$ cat src/rtl/seqdiv_pkg.sv
package seqdiv_pkg;
  typedef enum logic {
    S_IDLE = 1'b0,
    S_RUN  = 1'b1
  } div_state_t;
endpackage

$ cat src/rtl/seqdiv_ctrl.sv
module seqdiv_ctrl
  import seqdiv_pkg::*;
#(
  parameter int DATA_W = 32,
  parameter int FRAC_W = 16,
  localparam int WIDE_W = DATA_W + FRAC_W,
  localparam int CNT_W  = $clog2(WIDE_W + 1)
) (
  input  logic clk,
  input  logic rst,
  input  logic start,
  input  logic denom_zero,
  input  logic frac,
  output logic busy,
  output logic done,
  output logic load,
  output logic step,
  output logic last,
  output logic zero_hit
);
  div_state_t       state;
  logic [CNT_W-1:0] cnt;

  localparam logic [CNT_W-1:0] N_INT  = CNT_W'(DATA_W);
  localparam logic [CNT_W-1:0] N_FRAC = CNT_W'(WIDE_W);

  assign busy     = (state == S_RUN);
  assign step     = (state == S_RUN);
  assign last     = step && (cnt == CNT_W'(1));
  assign load     = (state == S_IDLE) && start && !denom_zero;
  assign zero_hit = (state == S_IDLE) && start && denom_zero;

  always_ff @(posedge clk) begin
    if (rst) begin
      state <= S_IDLE;
      cnt   <= '0;
      done  <= 1'b0;
    end else begin
      done <= 1'b0;
      case (state)
        S_IDLE: begin
          if (zero_hit) begin
            done <= 1'b1;
          end else if (load) begin
            state <= S_RUN;
            cnt   <= frac ? N_FRAC : N_INT;
          end
        end
        default: begin
          cnt <= cnt - CNT_W'(1);
          if (cnt == CNT_W'(1)) begin
            state <= S_IDLE;
            done  <= 1'b1;
          end
        end
      endcase
    end
  end

  // completion is a single-cycle pulse
  p_done_single_r5: assert property (@(posedge clk) disable iff (rst)
    done |=> !done);
  // never busy and done together
  p_busy_done_excl_r5: assert property (@(posedge clk) disable iff (rst)
    !(busy && done));
  // zero denominator finishes on the next edge without iterating
  p_zero_fast_r3: assert property (@(posedge clk) disable iff (rst)
    zero_hit |=> done && !busy);
  // an accepted request keeps the block busy on the next cycle
  p_run_starts_r4: assert property (@(posedge clk) disable iff (rst)
    load |=> busy);
endmodule

$ cat src/rtl/seqdiv_datapath.sv
module seqdiv_datapath #(
  parameter int DATA_W = 32,
  parameter int FRAC_W = 16,
  localparam int WIDE_W = DATA_W + FRAC_W
) (
  input  logic              clk,
  input  logic              rst,
  input  logic              load,
  input  logic              step,
  input  logic [DATA_W-1:0] numer,
  input  logic [DATA_W-1:0] denom,
  output logic [DATA_W-1:0] quo_next,
  output logic [DATA_W-1:0] rem_next
);
  logic [WIDE_W-1:0] shreg;
  logic [DATA_W-1:0] rem_q;
  logic [DATA_W-1:0] dvs_q;
  logic [DATA_W:0]   trial;
  logic [DATA_W-1:0] diff;
  logic              fits;

  // one restoring step: bring in next numerator bit, try subtract
  assign trial    = {rem_q, shreg[WIDE_W-1]};
  assign fits     = (trial >= {1'b0, dvs_q});
  assign diff     = trial[DATA_W-1:0] - dvs_q;
  assign rem_next = fits ? diff : trial[DATA_W-1:0];
  assign quo_next = {shreg[DATA_W-2:0], fits};

  always_ff @(posedge clk) begin
    if (rst) begin
      shreg <= '0;
      rem_q <= '0;
      dvs_q <= '0;
    end else if (load) begin
      // numerator left-aligned; integer mode simply stops after DATA_W steps
      shreg <= {numer, {FRAC_W{1'b0}}};
      rem_q <= '0;
      dvs_q <= denom;
    end else if (step) begin
      shreg <= {shreg[WIDE_W-2:0], fits};
      rem_q <= rem_next;
    end
  end

  // partial remainder always stays below the captured denominator
  p_rem_below_denom_r1: assert property (@(posedge clk) disable iff (rst)
    step |=> rem_q < dvs_q);
endmodule

$ cat src/rtl/seq_divider.sv
module seq_divider #(
  parameter int DATA_W = 32,
  parameter int FRAC_W = 16
) (
  input  logic              clk,
  input  logic              rst,
  input  logic              start_i,
  input  logic [DATA_W-1:0] numer_i,
  input  logic [DATA_W-1:0] denom_i,
  input  logic              mode_frac_i,
  output logic              busy_o,
  output logic              done_o,
  output logic [DATA_W-1:0] quotient_o,
  output logic [DATA_W-1:0] remainder_o
);
  logic load, step, last, zero_hit;
  logic [DATA_W-1:0] quo_next, rem_next;

  seqdiv_ctrl #(.DATA_W(DATA_W), .FRAC_W(FRAC_W)) ctrl_i (
    .clk        (clk),
    .rst        (rst),
    .start      (start_i),
    .denom_zero (denom_i == '0),
    .frac       (mode_frac_i),
    .busy       (busy_o),
    .done       (done_o),
    .load       (load),
    .step       (step),
    .last       (last),
    .zero_hit   (zero_hit)
  );

  seqdiv_datapath #(.DATA_W(DATA_W), .FRAC_W(FRAC_W)) dp_i (
    .clk      (clk),
    .rst      (rst),
    .load     (load),
    .step     (step),
    .numer    (numer_i),
    .denom    (denom_i),
    .quo_next (quo_next),
    .rem_next (rem_next)
  );

  always_ff @(posedge clk) begin
    if (rst) begin
      quotient_o  <= '0;
      remainder_o <= '0;
    end else if (zero_hit) begin
      quotient_o  <= '1;
    end else if (last) begin
      quotient_o  <= quo_next;
      remainder_o <= rem_next;
    end
  end

  // zero denominator gives all ones and keeps the remainder
  p_zero_result_r3: assert property (@(posedge clk) disable iff (rst)
    zero_hit |=> (quotient_o == '1) && $stable(remainder_o));
  // a request during a run does not abort it
  p_ignore_busy_start_r6: assert property (@(posedge clk) disable iff (rst)
    (busy_o && start_i) |=> (busy_o || done_o));
  // results move only with the completion pulse
  p_hold_quotient_r8: assert property (@(posedge clk) disable iff (rst)
    !$stable(quotient_o) |-> done_o);
  p_hold_remainder_r8: assert property (@(posedge clk) disable iff (rst)
    !$stable(remainder_o) |-> done_o);
endmodule

$ cat config.mk
export PLATFORM = sky130hd
export DESIGN_NAME = seq_divider
export DESIGN_NICKNAME = d
export VERILOG_FILES = /design/src/rtl/seqdiv_pkg.sv /design/src/rtl/seqdiv_ctrl.sv /design/src/rtl/seqdiv_datapath.sv /design/src/rtl/seq_divider.sv
export SDC_FILE = /design/constraint.sdc
export NUM_CORES = 1
export LEC_CHECK = 0
export CAP_MARGIN = 20
export CORE_UTILIZATION = 39
export CTS_CLUSTER_SIZE = 16
export DETAILED_ROUTE_END_ITERATION = 6
export GPL_TIMING_DRIVEN = 1
export PLACE_DENSITY = 0.66
export SETUP_SLACK_MARGIN = 0.3
export SLEW_MARGIN = 20
export SYNTH_ARGS = -nofsm -noshare
export SYNTH_HDL_FRONTEND = slang
export SYNTH_SLANG_ARGS = --single-unit
$ cat constraint.sdc
create_clock -name clk -period 3.9 [get_ports clk]
set_clock_uncertainty 0.2 [all_clocks]
set_input_delay 0.39 -clock clk [delete_from_list [all_inputs] [get_ports clk]]
set_output_delay 0.39 -clock clk [all_outputs]
set_load 0.02 [all_outputs]
# Word level (Yosys, flattened, before mapping)
# Index checks and enable logic that the tools add are counted.
dict set report classes {
  n_addsub 2
  mul 0
  div_mod_pow 0
  order_cmp 1
  eq_ne 2
  shift 0
  mux 16
  n_bitwise 2
  reduce_logical 11
}
# op count
set ops {}
lappend ops {{$mux 32} 3}
lappend ops {{$mux 48} 2}
lappend ops {{$ge 33x32->1} 1}
lappend ops {{$logic_not 32->1} 1}
lappend ops {{$sub 32x32->32} 1}
lappend ops {{$mux 6} 3}
lappend ops {{$mux 1} 7}
lappend ops {{$eq 6x1->1 const B} 1}
lappend ops {{$sub 6x1->6 const B} 1}
lappend ops {{$mux 5} 1}
lappend ops {{$logic_and 1x1->1} 4}
lappend ops {{$reduce_and 2->1} 2}
lappend ops {{$reduce_bool 2->1} 2}
lappend ops {{$ne 2x2->1 const B} 1}
lappend ops {{$not 1->1} 2}
lappend ops {{$reduce_or 2->1} 1}
lappend ops {{$logic_not 1->1} 1}
dict set report word_totals {
  reg_bits 184
  latchBits 0
  ramBits 0
  mem_bits_ro 0
  out_inout_bits 66
  memories 0
}

# Longest topological paths before layout
# Gate-level depths: netlist (run 1).
dict set report logic_depth {
  word_depth 6
  ltp_mapped 13
}

# Cells and area by module
# A second synthesis (run 1) with hierarchy kept.
dict set report unflattened {
  hier_cells 1194
  area_unflattened_um2 10047.1
}
# module instances cells_each area_per_inst_um2 seq_area_each_um2
set by_module_without_submodules {}
lappend by_module_without_submodules {seqdiv_datapath 1 854 6946.7 2242.2}
lappend by_module_without_submodules {seq_divider 1 294 2661.3 1281.2}
lappend by_module_without_submodules {seqdiv_ctrl 1 46 439.2 160.2}

# Worst setup path after synthesis (run 1)
# No wires, ideal clock.
dict set report synth_timing {
  path_kind {reg-to-reg}
  start {reg dp_i.shreg[47]}
  end {reg remainder_o[30]}
  setup_time_ns 0.086
  arrival_time_ns 2.440
  setup_slack_ns 1.175
  stages_incl_launch_ff 12
  period_less_slack_ns 2.725
  path_cell_list {dfxtp_1 inv_1 ha_1 fa_1 nand2b_1 a21oi_1 o211ai_1 a31oi_2 o211ai_1 and3b_1 o31a_1 a211oi_1}
}
dict set report synth_between {
  elab_chain_len 2
  word_cells_on_any_way 3
}
# element line_no
set synth_lines {}
lappend synth_lines {{from (decl)} seqdiv_datapath.sv:15} ;# logic [WIDE_W-1:0] shreg;
lappend synth_lines {{from (signal assigned)} seqdiv_datapath.sv:36} ;# shreg <= {numer, {FRAC_W{1'b0}}};
lappend synth_lines {{from (signal assigned)} seqdiv_datapath.sv:40} ;# shreg <= {shreg[WIDE_W-2:0], fits};
lappend synth_lines {{$sub 32x32->32 / $ge 33x32->1 (equally long branches)} {seqdiv_datapath.sv:25, seqdiv_datapath.sv:24}}
lappend synth_lines {{$mux 32 *} seqdiv_datapath.sv:26} ;# assign rem_next = fits ? diff : trial[DATA_W-1:0];
lappend synth_lines {{to (signal assigned)} seq_divider.sv:52} ;# remainder_o <= rem_next;
lappend synth_lines {{to (decl)} seq_divider.sv:14} ;# output logic [DATA_W-1:0] remainder_o
# Every way passes the cells marked *; elsewhere a longest branch is shown, timed or not.
# A chain may end at the register's enable or synchronous reset.

# Final worst setup path (run 1)
dict set report layout_timing {
  start {reg dp_i.dvs_q[23]}
  end {reg dp_i.rem_q[21]}
}
dict set report layout_between {
  elab_chain_len 2
}
# element line_no
set layout_lines {}
lappend layout_lines {{from (decl)} seqdiv_datapath.sv:17} ;# logic [DATA_W-1:0] dvs_q;
lappend layout_lines {{from (signal assigned)} seqdiv_datapath.sv:38} ;# dvs_q <= denom;
lappend layout_lines {{$ge 33x32->1} seqdiv_datapath.sv:24} ;# assign fits = (trial >= {1'b0, dvs_q});
lappend layout_lines {{$mux 32} seqdiv_datapath.sv:26}
lappend layout_lines {{to (signal assigned)} seqdiv_datapath.sv:41} ;# rem_q <= rem_next;
lappend layout_lines {{to (decl)} seqdiv_datapath.sv:16} ;# logic [DATA_W-1:0] rem_q;
# No other way between the ends.

==> results of run 1 <==
## power by group
group          internal [uW]  switching (uW)
Sequential              1970            75.8
Clock                    887             858
Combinational            630             919
Total                   3490            1850
## worst max-delay path, delay by kind of cell, from the launching register on
family | cells | cell delay, ps
fa+ha+maj | 1 | 520
mux | 2 | 530
buf+inv | 2 | 280
simple gates | 4 | 1130
compound gates | 1 | 190
flops | 1 | 330
## layout by cell type (no fill, tap or decap), types with 12 or more instances in the layout
master | netlist | routed
inv_1 | 40 | 40
nand2_1 | 148 | 148
nor2_1 | 152 | 150
ha_1 | 34 | 34
a21oi_1 | 133 | 133
a211oi_1 | 34 | 34
nor3_1 | 42 | 42
xnor2_1 | 14 | 14
buf_4 | 1 | 15
dfxtp_1 | 184 | 183
clkdlybuf4s50_1 | 0 | 132
clkbuf_16 | 0 | 17
nor4_1 | 13 | 13
xor2_1 | 13 | 13
o21ai_0 | 44 | 44
a22oi_1 | 31 | 31
nand3_1 | 12 | 12
mux2i_1 | 30 | 30
## final cells by class
class | count | area [um^2]
Clock buffer | 18 | 439
Clock inverter | 14 | 173
Fill cell | 2182 | 11500
Inverter | 40 | 150
Multi-Input combinational cell | 822 | 4820
Sequential cell | 184 | 3690
Tap cell | 285 | 357
Timing Repair Buffer | 150 | 1490
## worst paths after layout
path                    end      startpoint  cells past startpoint
max          dp_i.rem_q[21]  dp_i.dvs_q[23]                     10
min          dp_i.dvs_q[20]  dp_i.dvs_q[20]                      2
max reg2reg  dp_i.rem_q[21]  dp_i.dvs_q[23]                     10
min reg2reg  dp_i.dvs_q[20]  dp_i.dvs_q[20]                      2
## per-layer routing
metal	global-route usage	wire length, um	vias to the layer above
li1	-	-	4131
met3	0.0380	909	24
met4	0.0681	484	0
met2	0.342	11200	168
met1	0.272	11100	3785
met5	0	0	-
## state kept, by name, summed over array words and instances, names as in the netlist
name and flops:
ctrl_i.done 1, dp_i.rem_q 32, ctrl_i.cnt 6, dp_i.shreg 48
quotient_o 32, ctrl_i.busy 1, dp_i.dvs_q 32, remainder_o 32
## metrics by stage
stage,cells,power [uW],setup WS (ps),utilization
floorplan,1123,3220,1170,-
global placement,1481,3620,416,0.464
detailed placement,1481,3620,331,0.464
CTS,1513,5370,734,0.491
global route,1513,5630,503,0.491
finish,1513,5350,613,0.491
## kinds of logic after synthesis
kind of cell / Yosys count / synth area share
AND/OR/NAND/NOR: 408 / 0.195
flip-flops: 184 / 0.410
buffers and inverters: 117 / 0.0563
XOR/XNOR: 27 / 0.0263
adder cells (fa/ha/maj): 35 / 0.0496
multiplexers: 33 / 0.0380
AO/OA/AOI/OAI: 319 / 0.225
==> metrics.txt, run 1 <==
Crit Path Class flip-flop to flip-flop; Layout Nets 1,318; nature of the critical path startpoint flip-flop; number of synthesized flops with an enable pin 0; flop2flop setup slack 610 ps; Yosys top cell area share 0.410; f_max 0.304 GHz; top-count cell post-synth dfxtp_1; postcts setup bufs 0; syn nets about 1,200; Synth top cells by count dfxtp_1, nor2_1, nand2_1, a21oi_1, clkbuf_1; Power per Cell Area 481 nW/um^2; Layout area overhead 23.7%; Avg Inst Size Synth between 7 and 8 um^2; final instance area 11,100 um^2; die area around 24,000 um^2; Gate Count Post-Synth between 1,000 and 1,500; Yosys warnings 0; IR drop worst, VDD between 200 and 300 uV; Die H approximately 150 um; via count a little over 8,000; # H-tree levels 4; CTS tree built; 1st-pass router iterations 5; vias in the first global route approximately 7,600; WL final between 20 and 25 mm; starting density of the core 0.397; Yosys reg bits about 180; TritonCTS Sinks between 150 and 200; RSZ-0062 raised after global routing no; WP data required about 4000 ps; largest net degree at the start of global routing 84; DRC 0; Final Critical Period between 3000 and 4000 ps; Max FO, Critical Path 25; worst hold path type flip-flop to flip-flop; ANT cells 0; Ports 134; Routed wire per std cell about 16 um; CP endpoint kind flip-flop; setup TNS 0 ps; CTS Hold Bufs 0; max_slew headroom 0.410; Setup-failing EPs final 0; top_reg_cell synth dfxtp_1; CTS root buffer clkbuf_16; Final Hold Slack about 260 ps; CP Cell Sequence inv_1, ha_1, nand4_1, nor3_1, and3_4, a221o_1, buf_12, mux2_2, mux2i_1, nor2_1; leakage power 0.00418 uW; Post-DP Area around 11,000 um^2; Post-Syn Area around 9000 um^2; Worst Tran Pin Value between 800 and 900 ps; part of the Yosys area used for sequential elements 0.410; DP HPWL 16.8 mm; fraction of layout cells with a size suffix above 1 0.0676; first-pass GRT wire length between 30 and 40 mm; GP Congestion 0.903; total grt overflow 0; All-Layer GR Usage 0.207; Cell variety after synth 68; Clk pin slew, worst setup/hold paths approximately 70 ps; Final ANT Viol Nets 0; TritonCTS Buffers 17; IO Port Bufs 133; Max Cap Viol 0; Worst Path Arrival around 3400 ps; DRT iter0 DRCs approximately 570; Final Hold Fails 0; post_cts resized 0; Clock Tree Buf Depth 2; initial antenna violation count 0; core area 22,600 um^2; slowest CP cell nor3_1; fin. max-slew vios 0; row cnt 55; Via density roughly 5.4; worst stage delay on the critical path approximately 560 ps; clock latency on the worst-skew pair approximately 440 ps; largest cells by area after synthesis dfxtp_1, a21oi_1, nor2_1, nand2_1, ha_1; ys async rst share 0; Tcrit/Tclk final 0.843; leading area contributor after synthesis dfxtp_1; die width around 150 um; status completed
Note: power is estimated with default switching activity, not from simulation.
==> inputs of run 2 (changes only) <==
==> constraint.sdc (replaced) <==
create_clock -name clk -period 3.3 [get_ports clk]
set_clock_uncertainty 0.2 [all_clocks]
set_input_delay 0.33 -clock clk [delete_from_list [all_inputs] [get_ports clk]]
set_output_delay 0.33 -clock clk [all_outputs]
set_load 0.02 [all_outputs]
==> metrics.txt, run 2 (synthesis results as in run 1) <==
status completed (unchanged); Routed wire per std cell 16.2 um (was 15.7 um); CTS root buffer clkbuf_16 (unchanged); DRT iter0 DRCs 582 (was 574); Power per Cell Area 566 nW/um^2 (was 481 nW/um^2); DP Worst Slack 175 ps (was 331 ps); total grt overflow 0 (unchanged); Layout area overhead 29.4% (was 23.7%); Final Power 6580 uW (was 5350 uW); first-pass GRT wire length 39.3 mm (was 39.4 mm); All-Layer GR Usage 0.206 (was 0.207); WP data required 3460 ps (was 4020 ps); Max FO, Critical Path 7 (was 25); row cnt 55 (unchanged); TritonCTS Sinks 184 (unchanged); TritonCTS Buffers 17 (unchanged); Final Critical Period 2910 ps (was 3290 ps); Clock Tree Buf Depth 2 (unchanged); initial antenna violation count 0 (unchanged); vias in the first global route 7,764 (was 7,593); IO Port Bufs 133 (unchanged); Max Cap Viol 0 (unchanged); Tcrit/Tclk final 0.882 (was 0.843); fin worst setup slack 391 ps (was 613 ps); Ports 134 (unchanged); Die H 154 um (unchanged); ANT cells 0 (unchanged); leakage power 0.00433 uW (was 0.00418 uW); fraction of layout cells with a size suffix above 1 0.128 (was 0.0676); setup TNS 0 ps (unchanged); nature of the critical path startpoint flip-flop (unchanged); Worst Path Arrival 3070 ps (was 3410 ps); # H-tree levels 4 (unchanged); DRC 0 (unchanged); Final Hold Fails 0 (unchanged); die area 23,600 um^2 (unchanged); Largest register FFs 48 (unchanged); IR drop worst, VDD 339 uV (was 286 uV); starting density of the core 0.397 (unchanged); 1st-pass router iterations 6 (was 5); Via density 5.40 (was 5.36); Clk pin slew, worst setup/hold paths 80 ps (was 70 ps); CP endpoint kind flip-flop (unchanged); via count 8,336 (was 8,108); WL final 24.9 mm (was 23.7 mm); Crit Path Class flip-flop to flip-flop (unchanged); Final ANT Viol Nets 0 (unchanged); RSZ-0062 raised after global routing yes (was no); Setup-failing EPs final 0 (unchanged); GP Congestion 0.916 (was 0.903); largest net degree at the start of global routing 83 (was 84); Top reg by flops dp_i.shreg (unchanged); most frequent cells in the layout dfxtp_1, nor2_1, nand2_1 (unchanged); CTS tree built (unchanged); fin. max-slew vios 0 (unchanged); CTS Hold Bufs 0 (unchanged); Worst Tran Pin Value 922 ps (was 885 ps); clock latency on the worst-skew pair 440 ps (about the same); commonest non-fill, non-tap cell in the layout dfxtp_1 (unchanged); die width 154 um (unchanged); Layout Nets 1,348 (was 1,318); max_slew headroom 0.385 (was 0.410); f_max 0.344 GHz (was 0.304 GHz); DP HPWL 17.4 mm (was 16.8 mm); worst hold path type input pin to flip-flop (was flip-flop to flip-flop); core area 22,600 um^2 (unchanged)
==> run 2: changes by cell type in the layout (fill, tap and decap cells not counted), moves of 3 or more <==
cell     delta
a21oi_2    +10
a21oi_1    -12
ha_2       +14
ha_1       -25
buf_6       +3
ha_4       +11
buf_4      +26
==> run 2: final cells by class <==
cell class | instances | area [um^2]
fill | 2095 | 11000
tap | 285 | 357
multi-input combinational | 822 | 5100
clock buffer | 17 | 425
inverter | 40 | 150
timing repair buffer | 180 | 1730
sequential | 184 | 3690
clock inverter | 15 | 175
==> run 2: power by group <==
part	internal [uW]	total (uW)	switching, uW
logic	923	2110	1190
clock network	1030	2040	1020
registers	2330	2430	92.9
==> run 2: stage by stage <==
step           instances   util  hold slack, ps  cell area [um^2]
4_1_cts             1536  0.500            75.9             11300
2_1_floorplan       1123      -             236              8980
3_3_place_gp        1501  0.470             241             10600
5_1_grt             1543  0.513            89.9             11600
3_5_place_dp        1501  0.470             248             10600
6_report            1543  0.513            84.8             11600
==> run 2: worst max-delay path, stage by stage, from the launching register on <==
cell	delay [ps]
dfxtp_1	370
ha_2	340
a21oi_2	200
o21ai_2	90
a32o_2	300
and3_4	200
a221o_1	420
buf_6	180
mux2_4	300
o21ai_1	120
nor2b_1	120
==> run 2: final timing paths <==
check                 startpoint             end  slack, ps  depth (start not counted)
setup / recovery  dp_i.rem_q[17]  remainder_o[1]        390                         10
hold / removal               rst  dp_i.shreg[47]         80                          2
setup reg to reg  dp_i.rem_q[17]  remainder_o[1]        390                         10
hold reg to reg   dp_i.dvs_q[17]  dp_i.dvs_q[17]        260                          2
==> run 2: repair_timing <==
item | CTS | global route
pin swaps | 4 | 17
resized for setup | 15 | 50
gates cloned | 0 | 2
buffers inserted | 3 | 5
endpoints found under the setup margin | 20 | 59
==> run 2: metal layers <==
layer / vias to the layer above / wire, um / share of wire / track usage
met5: - / 0 / 0 / 0
met4: 0 / 572 / 0.023 / 0.0700
met3: 46 / 1200 / 0.048 / 0.0443
met2: 224 / 11700 / 0.47 / 0.333
met1: 3874 / 11400 / 0.46 / 0.270
li1: 4192 / - / - / -
